--- config.mk ---
export PLATFORM = sky130hd
export DESIGN_NAME = pbus_mux_ctrl
export DESIGN_NICKNAME = d
export VERILOG_FILES = /design/src/rtl/pbus_pkg.sv /design/src/rtl/pbus_win_dec.sv /design/src/rtl/pbus_seq.sv /design/src/rtl/pbus_lane.sv /design/src/rtl/pbus_mux_ctrl.sv
export SDC_FILE = /design/constraint.sdc
export NUM_CORES = 1
export LEC_CHECK = 0
export ABC_AREA = 1
export ABC_CLOCK_PERIOD_IN_PS = 5000
export BUFFER_PORTS_ARGS = -buffer_cell sky130_fd_sc_hd__buf_2
export CAP_MARGIN = 20
export CORE_ASPECT_RATIO = 0.7
export CORE_MARGIN = 3
export CORE_UTILIZATION = 25
export DETAILED_ROUTE_END_ITERATION = 16
export PLACE_DENSITY_LB_ADDON = 0.3
export SYNTH_ARGS = -nofsm -noshare
export SYNTH_HDL_FRONTEND = slang
export SYNTH_SLANG_ARGS = --single-unit
--- constraint.sdc ---
create_clock -name clk -period 5 [get_ports clk]
set_input_delay 0.25 -clock clk [delete_from_list [all_inputs] [get_ports clk]]
set_output_delay 0.25 -clock clk [all_outputs]
set_load 0.01 [all_outputs]
--- src/rtl/pbus_pkg.sv ---
package pbus_pkg;

   typedef enum logic [2:0] {
      ST_IDLE  = 3'd0,
      ST_ADDR  = 3'd1,
      ST_DATA  = 3'd2,
      ST_RECOV = 3'd3,
      ST_ERR   = 3'd4
   } pbus_state_e;

   localparam int unsigned PB_AD_W  = 16;
   localparam int unsigned PB_LO_W  = 3;
   localparam int unsigned PB_BEATS = 4;

   // Low address pins for a given start address and step count.
   function automatic logic [PB_LO_W-1:0] pb_low_pins(input logic bus16,
                                                     input logic [PB_LO_W-1:0] start,
                                                     input logic [1:0] step);
      logic [1:0] s;
      if (bus16) begin
         s = start[2:1] + step;
         return {s, 1'b0};
      end
      s = start[1:0] + step;
      return {start[2], s};
   endfunction

endpackage

--- src/rtl/pbus_win_dec.sv ---
module pbus_win_dec #(
   parameter int unsigned ADDR_W  = 23,
   parameter int unsigned NUM_WIN = 2
) (
   input  logic [ADDR_W-1:0]         addr,
   input  logic [NUM_WIN*ADDR_W-1:0] win_base,
   input  logic [NUM_WIN*ADDR_W-1:0] win_size,
   output logic [NUM_WIN-1:0]        win_sel,
   output logic                      win_hit
);

   logic [NUM_WIN-1:0] raw_hit;

   for (genvar k = 0; k < NUM_WIN; k++) begin : g_win
      logic [ADDR_W-1:0] base_k;
      logic [ADDR_W-1:0] size_k;
      logic [ADDR_W-1:0] offs_k;
      assign base_k     = win_base[k*ADDR_W +: ADDR_W];
      assign size_k     = win_size[k*ADDR_W +: ADDR_W];
      assign offs_k     = addr - base_k;
      assign raw_hit[k] = (addr >= base_k) && (offs_k < size_k);
   end

   // lowest index wins on overlap
   always_comb begin
      logic taken;
      taken   = 1'b0;
      win_sel = '0;
      for (int k = 0; k < NUM_WIN; k++) begin
         if (raw_hit[k] && !taken) begin
            win_sel[k] = 1'b1;
            taken      = 1'b1;
         end
      end
   end

   assign win_hit = |raw_hit;

endmodule

--- src/rtl/pbus_seq.sv ---
module pbus_seq
   import pbus_pkg::*;
#(
   parameter int unsigned ADDR_W      = 23,
   parameter int unsigned DATA_CYC    = 2,
   parameter bit          WRITE_SPLIT = 1'b1
) (
   input  logic                clk,
   input  logic                rst_n,
   input  logic                bus16,
   input  logic                req_valid,
   input  logic [ADDR_W-1:0]   req_addr,
   input  logic                req_write,
   input  logic [1:0]          req_len,
   input  logic                win_hit,
   output logic                req_ready,
   output logic                accept,
   output pbus_state_e         state,
   output logic [ADDR_W-1:0]   xfer_addr,
   output logic                write_q,
   output logic [1:0]          beat_idx,
   output logic [1:0]          xfer_idx,
   output logic [PB_LO_W-1:0]  lo_pins,
   output logic                beat_end,
   output logic                rsp_valid,
   output logic                rsp_err
);

   localparam int unsigned     CYC_W    = (DATA_CYC > 1) ? $clog2(DATA_CYC) : 1;
   localparam logic [CYC_W-1:0] CYC_LAST = CYC_W'(DATA_CYC - 1);

   pbus_state_e        state_q, state_d;
   logic [ADDR_W-1:0]  addr_q;
   logic [1:0]         len_q;
   logic [1:0]         beat_q;
   logic [1:0]         xfer_q;
   logic [CYC_W-1:0]   cyc_q;
   logic               wr_q;
   logic               bad_req;
   logic               last_beat;
   logic               last_xfer;
   logic [ADDR_W-1:0]  step_bytes;

   if (WRITE_SPLIT) begin : g_split
      assign bad_req = !win_hit;
   end else begin : g_reject
      assign bad_req = !win_hit || (req_write && (req_len != 2'd0));
   end

   assign accept     = (state_q == ST_IDLE) && req_valid;
   assign beat_end   = (state_q == ST_DATA) && (cyc_q == CYC_LAST);
   assign last_beat  = wr_q || (beat_q == len_q);
   assign last_xfer  = !wr_q || (xfer_q == len_q);
   assign step_bytes = bus16 ? ADDR_W'(2) : ADDR_W'(1);

   always_comb begin
      state_d = state_q;
      unique case (state_q)
         ST_IDLE:  if (accept) state_d = bad_req ? ST_ERR : ST_ADDR;
         ST_ADDR:  state_d = ST_DATA;
         ST_DATA:  if (beat_end && last_beat) state_d = ST_RECOV;
         ST_RECOV: state_d = last_xfer ? ST_IDLE : ST_ADDR;
         ST_ERR:   state_d = ST_IDLE;
         default:  state_d = ST_IDLE;
      endcase
   end

   always_ff @(posedge clk or negedge rst_n) begin
      if (!rst_n) begin
         state_q <= ST_IDLE;
         addr_q  <= '0;
         len_q   <= '0;
         beat_q  <= '0;
         xfer_q  <= '0;
         cyc_q   <= '0;
         wr_q    <= 1'b0;
      end else begin
         state_q <= state_d;
         unique case (state_q)
            ST_IDLE: begin
               if (accept) begin
                  addr_q <= req_addr;
                  wr_q   <= req_write;
                  len_q  <= req_len;
                  beat_q <= '0;
                  xfer_q <= '0;
                  cyc_q  <= '0;
               end
            end
            ST_DATA: begin
               if (beat_end) begin
                  cyc_q <= '0;
                  if (!last_beat) beat_q <= beat_q + 2'd1;
               end else begin
                  cyc_q <= cyc_q + CYC_W'(1);
               end
            end
            ST_RECOV: begin
               if (!last_xfer) begin
                  xfer_q <= xfer_q + 2'd1;
                  beat_q <= '0;
                  addr_q <= addr_q + step_bytes;
               end
            end
            default: ;
         endcase
      end
   end

   assign state     = state_q;
   assign req_ready = (state_q == ST_IDLE);
   assign xfer_addr = addr_q;
   assign write_q   = wr_q;
   assign beat_idx  = beat_q;
   assign xfer_idx  = xfer_q;
   assign lo_pins   = pb_low_pins(bus16, addr_q[PB_LO_W-1:0], beat_q);
   assign rsp_valid = ((state_q == ST_RECOV) && last_xfer) || (state_q == ST_ERR);
   assign rsp_err   = (state_q == ST_ERR);

endmodule

--- src/rtl/pbus_lane.sv ---
module pbus_lane
   import pbus_pkg::*;
#(
   parameter int unsigned BEATS = PB_BEATS,
   parameter int unsigned BUS_W = PB_AD_W
) (
   input  logic                    clk,
   input  logic                    rst_n,
   input  logic                    bus16,
   input  logic                    clear,
   input  logic                    capture,
   input  logic [1:0]              beat_idx,
   input  logic [1:0]              xfer_idx,
   input  logic [BEATS*BUS_W-1:0]  wdata,
   input  logic [BEATS*BUS_W/8-1:0] be,
   input  logic [BUS_W-1:0]        ad_in,
   output logic [BUS_W-1:0]        wr_data,
   output logic [BUS_W/8-1:0]      wr_be,
   output logic [BEATS*BUS_W-1:0]  rdata
);

   localparam int unsigned HALF_W = BUS_W / 2;

   logic [BUS_W-1:0]  wide_q   [BEATS];
   logic [HALF_W-1:0] narrow_q [BEATS];

   for (genvar g = 0; g < BEATS; g++) begin : g_slot
      always_ff @(posedge clk or negedge rst_n) begin
         if (!rst_n) begin
            wide_q[g]   <= '0;
            narrow_q[g] <= '0;
         end else if (clear) begin
            wide_q[g]   <= '0;
            narrow_q[g] <= '0;
         end else if (capture && (beat_idx == 2'(g))) begin
            wide_q[g]   <= ad_in;
            narrow_q[g] <= ad_in[HALF_W-1:0];
         end
      end
      always_comb begin
         rdata[g*BUS_W +: BUS_W] = '0;
         if (bus16) rdata[g*BUS_W +: BUS_W] = wide_q[g];
         else if (g < BEATS / 2)
            rdata[g*BUS_W +: BUS_W] = {narrow_q[2*g+1], narrow_q[2*g]};
      end
   end

   always_comb begin
      if (bus16) begin
         wr_data = wdata[xfer_idx*BUS_W +: BUS_W];
         wr_be   = be[xfer_idx*(BUS_W/8) +: (BUS_W/8)];
      end else begin
         wr_data = {{HALF_W{1'b0}}, wdata[xfer_idx*HALF_W +: HALF_W]};
         wr_be   = {{(BUS_W/8-1){1'b0}}, be[xfer_idx]};
      end
   end

endmodule

--- src/rtl/pbus_mux_ctrl.sv ---
module pbus_mux_ctrl
   import pbus_pkg::*;
#(
   parameter int unsigned ADDR_W      = 23,
   parameter int unsigned NUM_WIN     = 2,
   parameter int unsigned DATA_CYC    = 2,
   parameter bit          WRITE_SPLIT = 1'b1,
   localparam int unsigned WORD_W     = PB_BEATS * PB_AD_W,
   localparam int unsigned BE_W       = WORD_W / 8,
   localparam int unsigned HI_W       = ADDR_W - PB_AD_W
) (
   input  logic                      clk,
   input  logic                      rst_n,
   input  logic                      cfg_bus16,
   input  logic [NUM_WIN*ADDR_W-1:0] cfg_win_base,
   input  logic [NUM_WIN*ADDR_W-1:0] cfg_win_size,
   input  logic                      req_valid,
   output logic                      req_ready,
   input  logic [ADDR_W-1:0]         req_addr,
   input  logic                      req_write,
   input  logic [1:0]                req_len,
   input  logic [WORD_W-1:0]         req_wdata,
   input  logic [BE_W-1:0]           req_be,
   output logic                      rsp_valid,
   output logic                      rsp_err,
   output logic [WORD_W-1:0]         rsp_rdata,
   output logic                      pb_ale,
   output logic [NUM_WIN-1:0]        pb_ce,
   output logic [HI_W-1:0]           pb_a_hi,
   output logic [PB_LO_W-1:0]        pb_a_lo,
   output logic [PB_AD_W-1:0]        pb_ad_o,
   output logic                      pb_ad_oe,
   input  logic [PB_AD_W-1:0]        pb_ad_i,
   output logic                      pb_rd,
   output logic                      pb_wr,
   output logic [PB_AD_W/8-1:0]      pb_be
);

   if (ADDR_W <= PB_AD_W || HI_W > PB_AD_W) begin : g_bad_addr_w
      $error("pbus_mux_ctrl: ADDR_W must lie in 17..32");
   end
   if (DATA_CYC < 1) begin : g_bad_cyc
      $error("pbus_mux_ctrl: DATA_CYC must be at least 1");
   end
   if (NUM_WIN < 1) begin : g_bad_win
      $error("pbus_mux_ctrl: NUM_WIN must be at least 1");
   end

   pbus_state_e          state;
   logic                 accept;
   logic [ADDR_W-1:0]    xfer_addr;
   logic                 write_q;
   logic [1:0]           beat_idx;
   logic [1:0]           xfer_idx;
   logic [PB_LO_W-1:0]   lo_pins;
   logic                 beat_end;
   logic [NUM_WIN-1:0]   win_sel;
   logic                 win_hit;
   logic [NUM_WIN-1:0]   sel_q;
   logic [PB_AD_W-1:0]   wr_data;
   logic [PB_AD_W/8-1:0] wr_be;
   logic                 in_addr;
   logic                 in_data;
   logic                 busy;

   pbus_win_dec #(
      .ADDR_W  (ADDR_W),
      .NUM_WIN (NUM_WIN)
   ) u_dec (
      .addr     (req_addr),
      .win_base (cfg_win_base),
      .win_size (cfg_win_size),
      .win_sel  (win_sel),
      .win_hit  (win_hit)
   );

   pbus_seq #(
      .ADDR_W      (ADDR_W),
      .DATA_CYC    (DATA_CYC),
      .WRITE_SPLIT (WRITE_SPLIT)
   ) u_seq (
      .clk       (clk),
      .rst_n     (rst_n),
      .bus16     (cfg_bus16),
      .req_valid (req_valid),
      .req_addr  (req_addr),
      .req_write (req_write),
      .req_len   (req_len),
      .win_hit   (win_hit),
      .req_ready (req_ready),
      .accept    (accept),
      .state     (state),
      .xfer_addr (xfer_addr),
      .write_q   (write_q),
      .beat_idx  (beat_idx),
      .xfer_idx  (xfer_idx),
      .lo_pins   (lo_pins),
      .beat_end  (beat_end),
      .rsp_valid (rsp_valid),
      .rsp_err   (rsp_err)
   );

   pbus_lane #(
      .BEATS (PB_BEATS),
      .BUS_W (PB_AD_W)
   ) u_lane (
      .clk      (clk),
      .rst_n    (rst_n),
      .bus16    (cfg_bus16),
      .clear    (accept),
      .capture  (beat_end && !write_q),
      .beat_idx (beat_idx),
      .xfer_idx (xfer_idx),
      .wdata    (req_wdata),
      .be       (req_be),
      .ad_in    (pb_ad_i),
      .wr_data  (wr_data),
      .wr_be    (wr_be),
      .rdata    (rsp_rdata)
   );

   always_ff @(posedge clk or negedge rst_n) begin
      if (!rst_n)      sel_q <= '0;
      else if (accept) sel_q <= win_sel;
   end

   assign in_addr = (state == ST_ADDR);
   assign in_data = (state == ST_DATA);
   assign busy    = in_addr || in_data || (state == ST_RECOV);

   assign pb_ale   = in_addr;
   assign pb_ce    = (in_addr || in_data) ? sel_q : '0;
   assign pb_a_hi  = in_addr ? xfer_addr[ADDR_W-1:PB_AD_W] : '0;
   assign pb_a_lo  = busy ? lo_pins : '0;
   assign pb_rd    = in_data && !write_q;
   assign pb_wr    = in_data && write_q;
   assign pb_ad_oe = in_addr || (in_data && write_q);

   always_comb begin
      pb_ad_o = '0;
      pb_be   = '0;
      if (in_addr) begin
         pb_ad_o = xfer_addr[PB_AD_W-1:0];
      end else if (in_data) begin
         if (write_q) begin
            pb_ad_o = wr_data;
            pb_be   = wr_be;
         end else begin
            pb_be = cfg_bus16 ? '1 : (PB_AD_W/8)'(1);
         end
      end
   end

endmodule

; After elaboration in Yosys (flattened, before gate mapping)
; Index checks and enable logic that the tools add are counted.
[op_classes]
n_reduce_logical = 37
add_sub_neg = 8
n_mux = 58
shifts = 3
n_eq_ne = 14
magnitude_cmp = 5
[op_table]
columns = cell, count
row1 = 16-bit two-way mux, 16
row2 = 8-bit two-way mux, 8
row3 = 64-bit by 6-bit variable part select with 8-bit output, 1
row4 = 64-bit by 7-bit variable part select with 16-bit output, 1
row5 = 23-bit greater-or-equal comparator, 2
row6 = 23-bit < comparator, 2
row7 = 23-bit two-way mux, 2
row8 = 23-bit case mux with 2 select lines, 1
row9 = 23-bit subtractor, 2
row10 = 2-bit two-way mux, 12
row11 = 23-bit adder, 1
row12 = 3-bit two-way mux, 6
row13 = 1-bit logical AND, 14
row14 = 3-bit case mux with 4 select lines, 1
row15 = 2-bit nonzero test, 6
row16 = 8-bit by 4-bit variable part select with 2-bit output, 1
row17 = 1-bit two-way mux, 7
row18 = 7-bit two-way mux, 1
row19 = "3-bit by 2-bit equality test with 1-bit output, second input constant", 2
row20 = 1-bit logical OR, 6
row21 = "2-bit inequality test, second input constant", 3
row22 = 2-bit case mux with 3 select lines, 1
row23 = 2-bit AND reduction, 3
row24 = 5-bit AND reduction, 1
row25 = 19 further kinds, 25
[word_totals]
regBits = 132
out_inout_bits = 101
inputBits = 210
elab_cells = 141

; Depth between registers and ports, before layout
[logic_depth]
ltp_word = 7
depth_mapped = 26
depth_no_buf = 26

; Modules after synthesis
; Synthesis repeated with hierarchy kept, for this count alone.
[unflattened]
cells_unflattened = 1978
area_unflattened_um2 = 11518.5
[modules_own_cells]
columns = mod, n_inst, area_each_um2, seq_area_each_um2, cells_each
row1 = pbus_lane, 1, 4276.6, 1601.5, 705
row2 = pbus_win_dec, 1, 4224.1, 0.0, 780
row3 = pbus_seq, 1, 2511.2, 850.8, 391
row4 = pbus_mux_ctrl, 1, 506.7, 50.0, 102

; Worst setup path before layout
; Ideal clock, no wire load.
[synth_path]
path_type = input to register
startpoint = input req_addr[0]
endpoint = register u_seq.state_q[0] (netlist: u_seq.state[0])
slack_ns = 2.195
arrival_time_ns = 2.728
path_buffers = 0
required_time_ns = 4.923
setup_time_ns = 0.077
stages = 23
path_cell_list = inv_1 ha_1 fa_1 o21ai_2 nand2_1 nand2_1 a21oi_1 o21ai_2 nand2_1 nand3_1 nand2_1 ha_1 nand2_1 inv_1 nand2_1 a21oi_1 nor2_1 nand2_1 nor2_1 nand2_1 nand2_1 nand2_1 a21oi_1
[synth_between]
elab_chain_cells = 7
elab_cells_between_ends = 12
classes_between = 2 x add/sub / 4 x order compare / 3 x mux / 3 x reduce/logical
[synth_rtl]
columns = element, line_no
row1 = from (decl), pbus_mux_ctrl.sv:19  ; input logic [ADDR_W-1:0] req_addr,
row2 = 23-bit subtractor, pbus_win_dec.sv:20  ; assign offs_k = addr - base_k;
row3 = 23-bit < comparator, pbus_win_dec.sv:21  ; assign raw_hit[k] = (addr >= base_k) && (offs_k < size_k);
row4 = 1-bit logical AND, pbus_win_dec.sv:21
row5 = 2-bit OR reduction *, pbus_win_dec.sv:37  ; assign win_hit = |raw_hit;
row6 = 3-bit two-way mux * (2 in a row), pbus_seq.sv:59  ; ST_IDLE: if (accept) state_d = bad_req ? ST_ERR : ST_ADDR;
row7 = 3-bit case mux with 4 select lines *, pbus_seq.sv:58  ; unique case (state_q)
row8 = to (signal assigned), pbus_seq.sv:78  ; state_q <= state_d;
row9 = to (decl), pbus_seq.sv:32  ; pbus_state_e state_q, state_d;
; Every way passes the cells marked *; elsewhere a longest branch is shown, timed or not. The select of a mux whose other input is x is not followed.
; A chain may end at the register's enable or synchronous reset.

; Final worst setup path
[layout_path]
startpoint = input req_addr[1]
endpoint = register u_seq.state_q[0] (netlist: u_seq.state[0])
; Same word-level chain as after synthesis.

==> results.py <==
metrics = {
    "synthesis": {
        "ys_seq_area_share_pct": 23.39,
        "synth_warnings": 0,
        "synthTopCellsByArea": "dfrtp_1 (23%), nand2_1 (15%), ha_1 (11%)",
        "syn_nets": 1948,
        "synth_edf_count": 0,
        "synth_ff_type": "dfrtp_1",
        "synth.avg_cell_area_um2": 6.536,
        "ys_ff_latch": 100,
        "synth_area_mm2": 0.01070,
        "yosys.area.top_type": "dfrtp_1",
        "ys_types": 52,
        "syn_inst": 1637,
        "synth_top_area_share_pct": 23.39,
        "synthArstFlopShare_pct": 100.0,
    },
    "grt": {
        "grt_pass1_wl_mm": 64.59,
        "grt_max_degree": 87,
        "grt_pass1_vias": 11250,
        "antenna_found_initial": 1,
        "grt_usage_pct": 18.70,
        "overflow": 0,
    },
    "final_layout": {
        "final_common_cell": "nand2_1",
        "diodes": 0,
        "layout-drive-gt1-share_pct": 21.65,
        "final_cells": 2456,
        "fill_cells": 4711,
        "finish.utilization_pct": 31.15,
        "finalNetCount": 2218,
        "synthToLayoutAreaGrowth_pct": 21.27,
        "final_cell_mix": "nand2_1 (426), buf_2 (309), inv_1 (271)",
    },
    "sta": {
        "hold_ws_ns": 0.009167,
        "finalMaxSlewViolations": 0,
        "relSlewSlack_pct": 38.86,
        "min_period_over_period_pct": 62.60,
        "fin_skew_ns": 0.008195,
        "rsz0062_at_grt": "no",
        "worst_pin_slew_ns": 0.9161,
        "finalSetupViolCount": 0,
        "hold_viol": 0,
        "fin_crit_ns": 3.130,
        "fmaxAchievable_ghz": 0.3195,
        "setup_tns_ns": 0,
    },
    "route": {
        "drt-initial-drc-count": 1015,
        "firstDrtPassIters": 5,
        "wl_per_cell_um": 17.84,
        "drcViolationCount": 0,
        "wl_mm": 43.82,
        "antenna_left": 0,
        "via_count": 11770,
        "via_per_inst": 4.792,
    },
    "critical_path": {
        "critical_path.max_stage_delay_ns": 0.52,
        "cp_cell_sequence": "buf_2 > inv_1 > fa_1 > o21ai_2 > a21oi_2 > o21bai_1 > nand2_1 > nand2_1 > nand2_1 > nand3_1 > nand2_1 > ha_1 > nand2_1 > nor2_1 > nand2_1 > nor2_1 > nand2_1 > nand2_1 > nor2_1 > nand2_1 > nand2_1 > nand2_1 > a21oi_1",
        "crit_required_ns": 5.25,
        "crit_slowest_cell": "fa_1",
        "cp-start-kind": "input port",
        "cp_top_family": "simple AND/OR/NAND/NOR gates",
        "worstPathArrival_ns": 3.38,
        "critPathKind": "in -> reg",
        "path_max_fanout": 4,
        "path_common_cell": "nand2_1",
        "path_buf_inv": 2,
        "end_kind": "flip-flop",
    },
    "floorplan": {
        "dieArea_mm2": 0.04535,
        "fp.coreArea_mm2": 0.04166,
        "io_pins": 311,
        "rows": 62,
        "initial_core_util_pct": 25.68,
        "die_h_um": 179.1,
        "die_w_um": 253.3,
    },
    "pwr": {
        "powerDensity_mw_per_mm2": 410.9,
        "p_leak_nw": 7.305,
        "peakVddDrop_v": 0.0001797,
        "total_power_mw": 5.331,
    },
    "clocking": {
        "cts_resized": 0,
        "cts_made_buffers": 9,
        "ctsHoldBuffers": 0,
        "cts_buffer_depth": 2,
        "path_clk_slew_ns": 0.08,
        "clkLatencyLatePin_ns": 0.36,
        "cts-htree-levels": 3,
        "cts_root_buf": "clkbuf_16",
        "clkSinkCount": 100,
        "cts_tree": "built",
        "cts_setup_buffers": 0,
    },
    "placement": {
        "gp_congestion": 0.9519,
        "port_buffers": 310,
        "dp_hpwl_mm": 36.42,
        "placed_cells": 2439,
    },
    "hold_path": {
        "hold_class": "in -> async",
    },
    "flow_run": {
        "maxCapViolCount": 0,
    },
    "outcome": {
        "status": "complete, no violations",
    },
}
[report_power, final]
group          leakage (nW)  total (mW)  internal (mW)  switching, mW
combinational          5.88        3.19           1.05           2.15
sequential             1.28        1.38           1.13          0.253
clock                 0.151       0.759          0.402          0.357
[logic make-up (layout without fill, tap and decap cells)]
kind of cell               Yosys count  after routing  share of synthesized area [%]
and+or+nand+nor                    693            693                          27.52
AOI/OAI and AO/OA                  346            346                          19.16
buffers and inverters              340            615                          13.20
adders and majority gates          101            101                          12.02
DFF                                100            100                          23.39
xor gates and xnor gates            53             53                          4.339
muxes                                4              4                         0.3742
[layout make-up]
type | instances | area, um^2 | share of cell area (%)
clock inverter | 7 | 86.33 | 0.6654
timing repair buffer | 316 | 1619 | 12.48
sequential | 100 | 2502 | 19.29
inverter | 283 | 1077 | 8.303
clock buffer | 9 | 225.2 | 1.736
multi-input combinational | 1197 | 6784 | 52.29
tap | 544 | 680.7 | 5.246
[path summary, 6_finish.rpt]
check	start	end	slack, ns	cells past startpoint
max in group asynchronous	rst_n	u_lane.wide_q[59]$_DFFE_PN0P_	3.91	2
max	req_addr[1]	u_seq.state[0]$_DFFE_PN0P_	1.87	23
min	rst_n	u_lane.narrow_q[12]$_DFFE_PN0P_	0.009	1
max reg2reg	u_seq.state[1]$_DFFE_PN0P_	u_seq.xfer_addr[14]$_DFFE_PN0P_	2.59	9
min in group clk	req_len[0]	u_seq.len_q[0]$_DFFE_PN0P_	0.12	3
min reg2reg	u_lane.narrow_q[27]$_DFFE_PN0P_	u_lane.narrow_q[27]$_DFFE_PN0P_	0.48	2
[state kept, by name (all words and copies together) (netlist names)]
| signal | cells |
|---|---|
| u_seq.write_q | 1 |
| u_seq.cyc_q | 1 |
| u_seq.xfer_idx | 2 |
| u_lane.narrow_q | 28 |
| sel_q | 2 |
| u_seq.state | 3 |
| u_seq.xfer_addr | 23 |
| u_seq.beat_idx | 2 |
| u_seq.len_q | 2 |
| u_lane.wide_q | 36 |
[worst reg2reg max path: cells and delay by family (launching register included)]
family          cells  cell delay (ns)
compound gates      2             0.39
buf+inv             3             0.60
simple gates        4             0.90
flops               1             0.44
[Yosys cell counts (2+ instances only)]
library cell / instances
inv_2: 7
nor3_1: 16
o21a_1: 4
a21o_1: 8
clkbuf_1: 27
buf_6: 13
o22ai_1: 7
o2111ai_1: 5
nor2_8: 2
fa_1: 3
nand2_2: 13
a211oi_1: 13
a21boi_0: 4
nand2_1: 426
inv_4: 4
o21ai_1: 18
a31oi_1: 8
nand2_4: 8
o22ai_2: 4
dfrtp_1: 100
buf_4: 2
inv_1: 271
nor4_1: 6
buf_1: 2
xnor2_1: 18
nand3_1: 61
nand4_1: 11
nor2_4: 3
nor2_1: 135
buf_2: 13
nor2_2: 6
o21ai_0: 135
a21oi_1: 86
o21ai_2: 28
o211ai_1: 12
xor2_1: 35
o21bai_1: 7
ha_1: 98
nand3_2: 2
mux2i_1: 4
[stage by stage]
step	instance area, um^2	setup WS (ns)
floorplan	10700	2.195
global placement	12640	1.562
detailed placement	12640	1.489
CTS	12950	1.740
global route	12970	1.518
finish	12970	1.870
[routing by layer]
layer  share of wire, %  routed length [um]  GRT usage [%]
met4                2.1                 924          4.945
met5              0.046                  20              0
met3                7.4                3252          3.799
met2                 42               18280          27.66
met1                 49               21340          27.43
Power figures use the tool's default switching activity.
